===== src/rtl/i2c_bm_pkg.sv =====
package i2c_bm_pkg;

  localparam int REG_AW = 3;

  localparam logic [REG_AW-1:0] RA_DIVL = 3'd0;
  localparam logic [REG_AW-1:0] RA_DIVH = 3'd1;
  localparam logic [REG_AW-1:0] RA_CTRL = 3'd2;
  localparam logic [REG_AW-1:0] RA_DATA = 3'd3;
  localparam logic [REG_AW-1:0] RA_CMD  = 3'd4;

  typedef enum logic [1:0] {
    OP_START = 2'd0,
    OP_STOP  = 2'd1,
    OP_WBIT  = 2'd2,
    OP_RBIT  = 2'd3
  } eng_op_e;

  typedef enum logic [1:0] {
    PH_START = 2'd0,
    PH_BYTE  = 2'd1,
    PH_STOP  = 2'd2
  } phase_e;

  typedef enum logic [1:0] {
    SQ_IDLE  = 2'd0,
    SQ_ISSUE = 2'd1,
    SQ_WAIT  = 2'd2
  } sq_state_e;

  typedef struct packed {
    logic sta;
    logic sto;
    logic rd;
    logic wr;
    logic ack;
  } cmd_t;

endpackage


===== src/rtl/i2c_bm_regs.sv =====
module i2c_bm_regs
  import i2c_bm_pkg::*;
#(
  parameter int DW = 8
) (
  input  logic                clk,
  input  logic                rst_n,
  input  logic [REG_AW-1:0]   bus_addr,
  input  logic                bus_wr,
  input  logic [DW-1:0]       bus_wdata,
  output logic [DW-1:0]       bus_rdata,
  output logic [2*DW-1:0]     div_val,
  output logic                core_en,
  output logic [DW-1:0]       tx_byte,
  output logic                cmd_wr,
  output cmd_t                cmd,
  input  logic                seq_done,
  input  logic                seq_tip,
  input  logic                seq_al,
  input  logic                seq_nack,
  input  logic                seq_busy,
  input  logic [DW-1:0]       seq_rx,
  output logic                irq
);

  logic [DW-1:0] div_lo_q, div_hi_q;
  logic          en_q, ien_q, mst_q;
  logic          flag_q;
  logic          iack;

  assign cmd_wr  = bus_wr && (bus_addr == RA_CMD);
  assign cmd     = '{sta: bus_wdata[7], sto: bus_wdata[6], rd: bus_wdata[5],
                     wr: bus_wdata[4], ack: bus_wdata[3]};
  assign iack    = cmd_wr && bus_wdata[0];
  assign div_val = {div_hi_q, div_lo_q};
  assign core_en = en_q;
  assign irq     = flag_q && ien_q;

  always_ff @(posedge clk) begin
    if (!rst_n) begin
      div_lo_q <= '0;
      div_hi_q <= '0;
      en_q     <= 1'b0;
      ien_q    <= 1'b0;
      mst_q    <= 1'b0;
      tx_byte  <= '0;
    end else if (bus_wr) begin
      case (bus_addr)
        RA_DIVL: if (!en_q) div_lo_q <= bus_wdata;
        RA_DIVH: if (!en_q) div_hi_q <= bus_wdata;
        RA_CTRL: begin
          en_q  <= bus_wdata[7];
          ien_q <= bus_wdata[6];
          mst_q <= bus_wdata[5];
        end
        RA_DATA: tx_byte <= bus_wdata;
        default: ;
      endcase
    end
  end

  // completion wins over a simultaneous acknowledge
  always_ff @(posedge clk) begin
    if (!rst_n)        flag_q <= 1'b0;
    else if (seq_done) flag_q <= 1'b1;
    else if (iack)     flag_q <= 1'b0;
  end

  always_comb begin
    bus_rdata = '0;
    case (bus_addr)
      RA_DIVL: bus_rdata = div_lo_q;
      RA_DIVH: bus_rdata = div_hi_q;
      RA_CTRL: bus_rdata = {en_q, ien_q, mst_q, {(DW-3){1'b0}}};
      RA_DATA: bus_rdata = seq_rx;
      RA_CMD:  bus_rdata = {seq_nack, seq_busy, seq_al, {(DW-5){1'b0}}, seq_tip, flag_q};
      default: bus_rdata = '0;
    endcase
  end

  p_div_lock_r2: assert property (@(posedge clk) disable iff (!rst_n)
    en_q |=> $stable(div_val));

  p_flag_set_r7: assert property (@(posedge clk) disable iff (!rst_n)
    seq_done |=> flag_q);

endmodule


===== src/rtl/i2c_bm_seq.sv =====
module i2c_bm_seq
  import i2c_bm_pkg::*;
#(
  parameter int DW = 8
) (
  input  logic          clk,
  input  logic          rst_n,
  input  logic          cmd_wr,
  input  cmd_t          cmd,
  input  logic          core_en,
  input  logic [DW-1:0] tx_byte,
  output logic          eng_valid,
  input  logic          eng_ready,
  output logic [1:0]    eng_op,
  output logic          eng_wbit,
  input  logic          eng_done,
  input  logic          eng_rbit,
  input  logic          eng_lost,
  output logic          tip,
  output logic          done,
  output logic          al,
  output logic          nack,
  output logic          busy,
  output logic [DW-1:0] rx_byte
);

  localparam int CW = $clog2(DW + 1);
  localparam logic [CW-1:0] LAST = CW'(DW);

  sq_state_e     st_q;
  phase_e        ph_q;
  cmd_t          pend_q;
  logic [CW-1:0] bcnt_q;
  logic [DW-1:0] txsh_q, rxsh_q;
  logic          ack_slot, accept, finish;
  eng_op_e       op;

  assign ack_slot  = (bcnt_q == LAST);
  assign accept    = cmd_wr && core_en && (st_q == SQ_IDLE) &&
                     (cmd.sta || cmd.sto || cmd.rd || cmd.wr);
  assign tip       = (st_q != SQ_IDLE);
  assign eng_valid = (st_q == SQ_ISSUE);
  assign finish    = (st_q == SQ_WAIT) && eng_done;

  always_comb begin
    op       = OP_STOP;
    eng_wbit = 1'b0;
    case (ph_q)
      PH_START: op = OP_START;
      PH_STOP:  op = OP_STOP;
      PH_BYTE: begin
        if (pend_q.wr) begin
          op       = ack_slot ? OP_RBIT : OP_WBIT;
          eng_wbit = ack_slot ? 1'b0 : txsh_q[DW-1];
        end else begin
          op       = ack_slot ? OP_WBIT : OP_RBIT;
          eng_wbit = ack_slot ? pend_q.ack : 1'b0;
        end
      end
      default: op = OP_STOP;
    endcase
    eng_op = op;
  end

  always_ff @(posedge clk) begin
    if (!rst_n) begin
      st_q    <= SQ_IDLE;
      ph_q    <= PH_START;
      pend_q  <= '0;
      bcnt_q  <= '0;
      txsh_q  <= '0;
      rxsh_q  <= '0;
      rx_byte <= '0;
      done    <= 1'b0;
      al      <= 1'b0;
      nack    <= 1'b0;
      busy    <= 1'b0;
    end else begin
      done <= 1'b0;
      case (st_q)
        SQ_IDLE: if (accept) begin
          pend_q <= cmd;
          txsh_q <= tx_byte;
          bcnt_q <= '0;
          al     <= 1'b0;
          st_q   <= SQ_ISSUE;
          if (cmd.sta)               ph_q <= PH_START;
          else if (cmd.rd || cmd.wr) ph_q <= PH_BYTE;
          else                       ph_q <= PH_STOP;
        end
        SQ_ISSUE: if (eng_ready) st_q <= SQ_WAIT;
        SQ_WAIT: if (finish) begin
          if (eng_lost) begin
            // abandon: no STOP, nothing left pending
            pend_q <= '0;
            al     <= 1'b1;
            done   <= 1'b1;
            st_q   <= SQ_IDLE;
          end else begin
            case (ph_q)
              PH_START: begin
                busy       <= 1'b1;
                pend_q.sta <= 1'b0;
                if (pend_q.rd || pend_q.wr) begin
                  ph_q <= PH_BYTE;
                  st_q <= SQ_ISSUE;
                end else if (pend_q.sto) begin
                  ph_q <= PH_STOP;
                  st_q <= SQ_ISSUE;
                end else begin
                  done <= 1'b1;
                  st_q <= SQ_IDLE;
                end
              end
              PH_BYTE: begin
                if (!ack_slot) begin
                  if (pend_q.wr) txsh_q <= {txsh_q[DW-2:0], 1'b0};
                  else           rxsh_q <= {rxsh_q[DW-2:0], eng_rbit};
                  bcnt_q <= bcnt_q + 1'b1;
                  st_q   <= SQ_ISSUE;
                end else begin
                  if (pend_q.wr) nack    <= eng_rbit;
                  else           rx_byte <= rxsh_q;
                  pend_q.rd <= 1'b0;
                  pend_q.wr <= 1'b0;
                  bcnt_q    <= '0;
                  if (pend_q.sto) begin
                    ph_q <= PH_STOP;
                    st_q <= SQ_ISSUE;
                  end else begin
                    done <= 1'b1;
                    st_q <= SQ_IDLE;
                  end
                end
              end
              default: begin
                busy       <= 1'b0;
                pend_q.sto <= 1'b0;
                done       <= 1'b1;
                st_q       <= SQ_IDLE;
              end
            endcase
          end
        end
        default: st_q <= SQ_IDLE;
      endcase
    end
  end

  p_hold_offer_r11: assert property (@(posedge clk) disable iff (!rst_n)
    (eng_valid && !eng_ready) |=> (eng_valid && $stable(eng_op) && $stable(eng_wbit)));

  p_lost_abort_r9: assert property (@(posedge clk) disable iff (!rst_n)
    (finish && eng_lost) |=> (!tip && al && done));

  p_stop_frees_bus_r10: assert property (@(posedge clk) disable iff (!rst_n)
    (finish && !eng_lost && ph_q == PH_STOP) |=> !busy);

  p_start_takes_bus_r10: assert property (@(posedge clk) disable iff (!rst_n)
    (finish && !eng_lost && ph_q == PH_START) |=> busy);

endmodule


===== src/rtl/i2c_byte_master.sv =====
module i2c_byte_master
  import i2c_bm_pkg::*;
#(
  parameter int DW = 8
) (
  input  logic              clk,
  input  logic              rst_n,
  input  logic [REG_AW-1:0] bus_addr,
  input  logic              bus_wr,
  input  logic [DW-1:0]     bus_wdata,
  output logic [DW-1:0]     bus_rdata,
  output logic              irq,
  output logic [2*DW-1:0]   clk_div,
  output logic              eng_valid,
  input  logic              eng_ready,
  output logic [1:0]        eng_op,
  output logic              eng_wbit,
  input  logic              eng_done,
  input  logic              eng_rbit,
  input  logic              eng_lost
);

  logic          core_en, cmd_wr;
  cmd_t          cmd;
  logic [DW-1:0] tx_byte, rx_byte;
  logic          tip, done, al, nack, busy;

  i2c_bm_regs #(.DW(DW)) u_regs (
    .clk       (clk),
    .rst_n     (rst_n),
    .bus_addr  (bus_addr),
    .bus_wr    (bus_wr),
    .bus_wdata (bus_wdata),
    .bus_rdata (bus_rdata),
    .div_val   (clk_div),
    .core_en   (core_en),
    .tx_byte   (tx_byte),
    .cmd_wr    (cmd_wr),
    .cmd       (cmd),
    .seq_done  (done),
    .seq_tip   (tip),
    .seq_al    (al),
    .seq_nack  (nack),
    .seq_busy  (busy),
    .seq_rx    (rx_byte),
    .irq       (irq)
  );

  i2c_bm_seq #(.DW(DW)) u_seq (
    .clk       (clk),
    .rst_n     (rst_n),
    .cmd_wr    (cmd_wr),
    .cmd       (cmd),
    .core_en   (core_en),
    .tx_byte   (tx_byte),
    .eng_valid (eng_valid),
    .eng_ready (eng_ready),
    .eng_op    (eng_op),
    .eng_wbit  (eng_wbit),
    .eng_done  (eng_done),
    .eng_rbit  (eng_rbit),
    .eng_lost  (eng_lost),
    .tip       (tip),
    .done      (done),
    .al        (al),
    .nack      (nack),
    .busy      (busy),
    .rx_byte   (rx_byte)
  );

  p_irq_needs_flag_r8: assert property (@(posedge clk) disable iff (!rst_n)
    irq |-> (u_regs.flag_q && u_regs.ien_q));

endmodule


===== config.mk =====
export PLATFORM = sky130hd
export DESIGN_NAME = i2c_byte_master
export DESIGN_NICKNAME = d
export VERILOG_FILES = /design/src/rtl/i2c_bm_pkg.sv /design/src/rtl/i2c_bm_regs.sv /design/src/rtl/i2c_bm_seq.sv /design/src/rtl/i2c_byte_master.sv
export SDC_FILE = /design/constraint.sdc
export NUM_CORES = 1
export LEC_CHECK = 0
export CAP_MARGIN = 20
export CORE_MARGIN = 2
export CORE_UTILIZATION = 59
export CTS_CLUSTER_DIAMETER = 50
export DETAILED_ROUTE_END_ITERATION = 8
export GPL_TIMING_DRIVEN = 1
export PLACE_DENSITY = 0.82
export RECOVER_POWER = 50
export SYNTH_ARGS = -nofsm -noshare
export SYNTH_HDL_FRONTEND = slang
export SYNTH_SLANG_ARGS = --single-unit

===== constraint.sdc =====
create_clock -name clk -period 4.2 [get_ports clk]
set_clock_uncertainty 0.2 [all_clocks]
set_input_delay 0.42 -clock clk [delete_from_list [all_inputs] [get_ports clk]]
set_output_delay 0.42 -clock clk [all_outputs]
set_load 0.02 [all_outputs]

==> impl_results.html <==
<table>
<tr><th>Metric</th><th>Value</th></tr>
<tr><th colspan="2">Global route</th></tr>
<tr><td>Grt ovf</td><td>0</td></tr>
<tr><td>Largest net degree at the start of global routing</td><td>75</td></tr>
<tr><td>First-pass GRT wire length</td><td>12900 um</td></tr>
<tr><td>GRT Overall Usage</td><td>0.266</td></tr>
<tr><td>Number of global-route vias before repair</td><td>2628</td></tr>
<tr><td>Antenna violations before repair</td><td>0</td></tr>
<tr><th colspan="2">Timing</th></tr>
<tr><td>RSZ-0062 raised after global routing</td><td>no</td></tr>
<tr><td>Number of slew-limit violations in the final report</td><td>0</td></tr>
<tr><td>Maximum clock frequency</td><td>294 MHz</td></tr>
<tr><td>Total setup violations reported at the end of the flow</td><td>0</td></tr>
<tr><td>Number of endpoints with negative hold slack in the final report</td><td>0</td></tr>
<tr><td>Clock period minus worst slack</td><td>3.41 ns</td></tr>
<tr><td>Setup_tns</td><td>0 ns</td></tr>
<tr><td>Relative slew margins</td><td>0.289</td></tr>
<tr><td>Fraction of the cycle the final worst path needs</td><td>0.811</td></tr>
<tr><td>Pin slew with the least headroom to its limit</td><td>1.07 ns</td></tr>
<tr><th colspan="2">Synth</th></tr>
<tr><td>Most frequently used flop master after synthesis</td><td>sky130_fd_sc_hd__dfxtp_1</td></tr>
<tr><td>Sequential fraction of the synthesis area</td><td>0.409</td></tr>
<tr><td>Ys async rst share</td><td>0</td></tr>
<tr><td>Synth unique cells</td><td>47</td></tr>
<tr><td>Compound-Gate Fraction of Synth Area</td><td>0.181</td></tr>
<tr><td>Post-synthesis cell count</td><td>392</td></tr>
<tr><td>Number of flops mapped to enable cells by yosys</td><td>0</td></tr>
<tr><td>Syn. warnings</td><td>0</td></tr>
<tr><td>Post-Synth Adder-Cell Area</td><td>0.0150</td></tr>
<tr><td>Portion of synthesized cell area occupied by the leading cell type</td><td>0.409</td></tr>
<tr><td>Library cell occupying the most area in the post-synthesis netlist</td><td>sky130_fd_sc_hd__dfxtp_1</td></tr>
<tr><td>Largest family of logic cells by synthesized area</td><td>simple AND/OR/NAND/NOR gates</td></tr>
<tr><td>Simple-gate area share of the yosys netlist</td><td>0.267</td></tr>
<tr><td>Synthesized area per cell</td><td>~8.5 um2</td></tr>
<tr><td>Netlist area before placement</td><td>between 0.003 and 0.004 mm2</td></tr>
<tr><td>Post-synth net total</td><td>414</td></tr>
<tr><td>XOR/XNOR Fraction of Synth Area</td><td>0</td></tr>
<tr><td>Top cells by area in the synthesized netlist</td><td>sky130_fd_sc_hd__dfxtp_1 (41%), sky130_fd_sc_hd__nand2_1 (7.7%), sky130_fd_sc_hd__mux2i_1 (7.2%)</td></tr>
<tr><td>Synth Register Bits</td><td>slightly below 70</td></tr>
<tr><td>Mux cell area share after synthesis</td><td>0.0858</td></tr>
<tr><th colspan="2">Finish</th></tr>
<tr><td>Total area of multi-input combinational cells</td><td>0.00183 mm2</td></tr>
<tr><td>Layout Utilization</td><td>0.731</td></tr>
<tr><td>Final Instance Count excl. Fillers</td><td>501</td></tr>
<tr><td>Sequential cell area in the final layout</td><td>0.00136 mm2</td></tr>
<tr><td>Proportion of layout cells with a drive suffix above 1</td><td>0.0653</td></tr>
<tr><td>Final net count</td><td>approximately 450</td></tr>
<tr><td>Fillers</td><td>~440</td></tr>
<tr><td>Area growth syn-to-layout</td><td>20.2%</td></tr>
<tr><td>Antenna fix cells</td><td>0</td></tr>
<tr><th colspan="2">Worst setup path</th></tr>
<tr><td>Required time of the critical path</td><td>between 3 and 4 ns</td></tr>
<tr><td>Reg2reg path depth</td><td>6</td></tr>
<tr><td>Worst Path Class, Setup</td><td>in -&gt; out</td></tr>
<tr><td>WP buf/inv</td><td>2</td></tr>
<tr><td>WP data arrival</td><td>2.79 ns</td></tr>
<tr><td>Sequence of cells on the critical path</td><td>dlygate4sd3_1 -&gt; nor2b_1 -&gt; a22oi_1 -&gt; o22ai_1 -&gt; clkdlybuf4s50_1</td></tr>
<tr><td>Cell family with most CP delay</td><td>buffers and inverters</td></tr>
<tr><td>Startpoint kind of the worst setup timing path</td><td>primary input</td></tr>
<tr><td>CP max FO</td><td>18</td></tr>
<tr><td>Max stage delay cell, worst path</td><td>sky130_fd_sc_hd__dlygate4sd3_1</td></tr>
<tr><td>Largest stage delay on the critical path</td><td>1.01 ns</td></tr>
<tr><td>Logic depth of the worst path, buffers included</td><td>5</td></tr>
<tr><td>Endpoint class of the critical path</td><td>output pin</td></tr>
<tr><th colspan="2">Clock network</th></tr>
<tr><td># Post-CTS Setup Buffers</td><td>0</td></tr>
<tr><td>Number of clock sinks</td><td>between 60 and 70</td></tr>
<tr><td>Number of CTS-inserted buffers</td><td>9</td></tr>
<tr><td>Number of levels in the clock H-tree</td><td>3</td></tr>
<tr><td>Clock-pin slew of the registers on the worst-case setup and hold paths</td><td>0.07 ns</td></tr>
<tr><td>Number of cells upsized or downsized after cts</td><td>0</td></tr>
<tr><td>Root buffer cell</td><td>sky130_fd_sc_hd__clkbuf_8</td></tr>
<tr><td>CTS tree</td><td>done</td></tr>
<tr><td>Hold bufs inserted after CTS</td><td>0</td></tr>
<tr><td>Latest clock arrival within the worst-skew pair</td><td>0.33 ns</td></tr>
<tr><td>Clock buffer depth</td><td>2</td></tr>
<tr><th colspan="2">Die</th></tr>
<tr><td>Vert. Die Dim</td><td>~79 um</td></tr>
<tr><td>Cell row count</td><td>27</td></tr>
<tr><td>Floorplan die width</td><td>79.1 um</td></tr>
<tr><td>Top-level port count</td><td>47</td></tr>
<tr><td>Area enclosed by the die boundary</td><td>0.00625 mm2</td></tr>
<tr><td>Core Region</td><td>0.00547 mm2</td></tr>
<tr><td>Initial core utilization</td><td>0.608</td></tr>
<tr><th colspan="2">Detailed routing</th></tr>
<tr><td>Number of detailed-route iterations in the first pass</td><td>4</td></tr>
<tr><td>Total Routed Length</td><td>8040 um</td></tr>
<tr><td>Vias per std cell</td><td>a little under 6</td></tr>
<tr><td>Count of vias placed by the detailed router</td><td>2949</td></tr>
<tr><td>Number of nets with antenna violations after detailed routing</td><td>0</td></tr>
<tr><td>Total DRC errors in the routed layout</td><td>0</td></tr>
<tr><td>Routed wirelength normalized by instance count</td><td>16.0 um</td></tr>
<tr><td>First-iteration detailed-routing DRC count</td><td>between 200 and 250</td></tr>
<tr><th colspan="2">Worst hold path</th></tr>
<tr><td>Worst hold-check path type</td><td>reg -&gt; reg</td></tr>
<tr><td>WHS Path Cells</td><td>1</td></tr>
<tr><th colspan="2">Power and ir drop</th></tr>
<tr><td>Power density of the placed cells</td><td>342 mW/mm2</td></tr>
<tr><td>Worst voltage drop across the vdd grid</td><td>211 uV</td></tr>
<tr><td>Post-layout total power</td><td>between 0.001 and 0.0015 W</td></tr>
<tr><td>Static leakage</td><td>between 1.5 and 2 nW</td></tr>
<tr><th colspan="2">Placed design</th></tr>
<tr><td>Cell total after placement</td><td>485</td></tr>
<tr><td>HPWL after detailed placement</td><td>5460 um</td></tr>
<tr><td>Buffers added on ports</td><td>between 40 and 50</td></tr>
<tr><td>GPL Wtd Cong</td><td>0.906</td></tr>
<tr><th colspan="2">Flow run</th></tr>
<tr><td>Number of maximum-capacitance violations</td><td>0</td></tr>
<tr><th colspan="2">Outcome</th></tr>
<tr><td>Result of the run</td><td>completed</td></tr>
</table>
cell families after synthesis:
family,after synthesis
AND/OR/NAND/NOR,178
AO/OA/AOI/OAI,82
adder cells (fa/ha/maj),4
multiplexers,27
flip-flops,68
buffers and inverters,33
where the power goes:
group	switching (W)	internal, W
clock network	0.000242	0.000384
registers	0.00000430	0.000650
logic	0.0000487	0.0000390
total	0.000295	0.00107
cells in the mapped netlist (all sizes together), types with 3 or more instances:
cell,number
buf,3
nor2b,25
nor4,4
a21boi,28
nand2,68
nor2,23
a31oi,4
a22oi,5
dfxtp,68
nor3,3
nand3,34
mux2i,24
o21ai,13
o211a,8
nand4,3
clkbuf,23
nand4b,3
ha,4
inv,7
o21a,3
nand2b,4
a21oi,7
o22ai,3
placed cells by master, fill, tap and decap left out, types with 2 or more instances in the layout:
master	count
sky130_fd_sc_hd__a22oi_1	5
sky130_fd_sc_hd__mux2_2	2
sky130_fd_sc_hd__ha_1	4
sky130_fd_sc_hd__bufinv_16	2
sky130_fd_sc_hd__a21oi_1	7
sky130_fd_sc_hd__and3b_1	2
sky130_fd_sc_hd__nand4_1	3
sky130_fd_sc_hd__nor2_1	22
sky130_fd_sc_hd__nor3_1	3
sky130_fd_sc_hd__mux2i_1	24
sky130_fd_sc_hd__clkbuf_1	2
sky130_fd_sc_hd__inv_1	7
sky130_fd_sc_hd__a31oi_1	4
sky130_fd_sc_hd__o21ai_0	13
sky130_fd_sc_hd__nand3_2	2
sky130_fd_sc_hd__nand3_1	32
sky130_fd_sc_hd__dfxtp_1	68
sky130_fd_sc_hd__nand2b_1	3
sky130_fd_sc_hd__nor4_1	4
sky130_fd_sc_hd__o211a_1	8
sky130_fd_sc_hd__o21a_1	3
sky130_fd_sc_hd__clkdlybuf4s50_1	25
sky130_fd_sc_hd__a21boi_0	28
sky130_fd_sc_hd__o22ai_1	3
sky130_fd_sc_hd__clkbuf_8	12
sky130_fd_sc_hd__o41ai_1	2
sky130_fd_sc_hd__o211ai_1	2
sky130_fd_sc_hd__nand4b_1	3
sky130_fd_sc_hd__nor2b_1	25
sky130_fd_sc_hd__dlygate4sd3_1	20
sky130_fd_sc_hd__nand2_1	68
sequential cells by signal, indices dropped and copies added (netlist names):
name,flops
u_seq.st_q,2
u_seq.busy,1
u_seq.done,1
u_seq.pend_q,4
u_seq.ph_q,2
u_regs.flag_q,1
u_seq.bcnt_q,4
u_regs.div_lo_q,8
u_seq.txsh_q,8
u_regs.div_hi_q,8
u_seq.nack,1
u_seq.rx_byte,8
u_regs.mst_q,1
u_seq.al,1
u_seq.rxsh_q,8
u_regs.tx_byte,8
u_regs.core_en,1
u_regs.ien_q,1
final timing paths:
kind | slack (ns) | from | to
hold / removal | 0.25 | u_seq.done$_SDFF_PN0_ | u_regs.flag_q$_SDFFE_PN0P_
setup reg to reg | 1.52 | u_seq.st_q[1]$_SDFFE_PN0P_ | u_seq.rx_byte[0]$_SDFFE_PN0P_
hold reg to reg | 0.25 | u_seq.done$_SDFF_PN0_ | u_regs.flag_q$_SDFFE_PN0P_
setup / recovery | 0.79 | bus_addr[0] | bus_rdata[5]
area by class of cell:
class                      instances  area share
multi-input combinational        291       0.457
clock inverter                     3      0.0169
clock buffer                      13      0.0422
inverter                           7     0.00657
tap                               72      0.0225
sequential                        68       0.340
timing repair buffer              47       0.115
through the flow:
stage          setup WS [ns]  area (um2)  hold WS, ns
6_report               0.794        4000        0.251
5_1_grt                0.704        4000        0.255
4_1_cts                0.885        4010        0.251
3_5_place_dp           0.901        3770        0.234
3_3_place_gp           0.988        3770        0.220
2_1_floorplan           1.78        3330        0.218
per-layer routing:
layer  share of wire  vias to the layer above  GRT usage  wire length (um)
li1                -                     1446          -                 -
met1            0.47                     1378      0.362              3740
met2            0.47                      111      0.421              3740
met3           0.054                       14     0.0466               438
met4           0.014                        0      0.102               116
met5               0                        -          0                 0
Note: power is estimated with default switching activity, not from simulation.
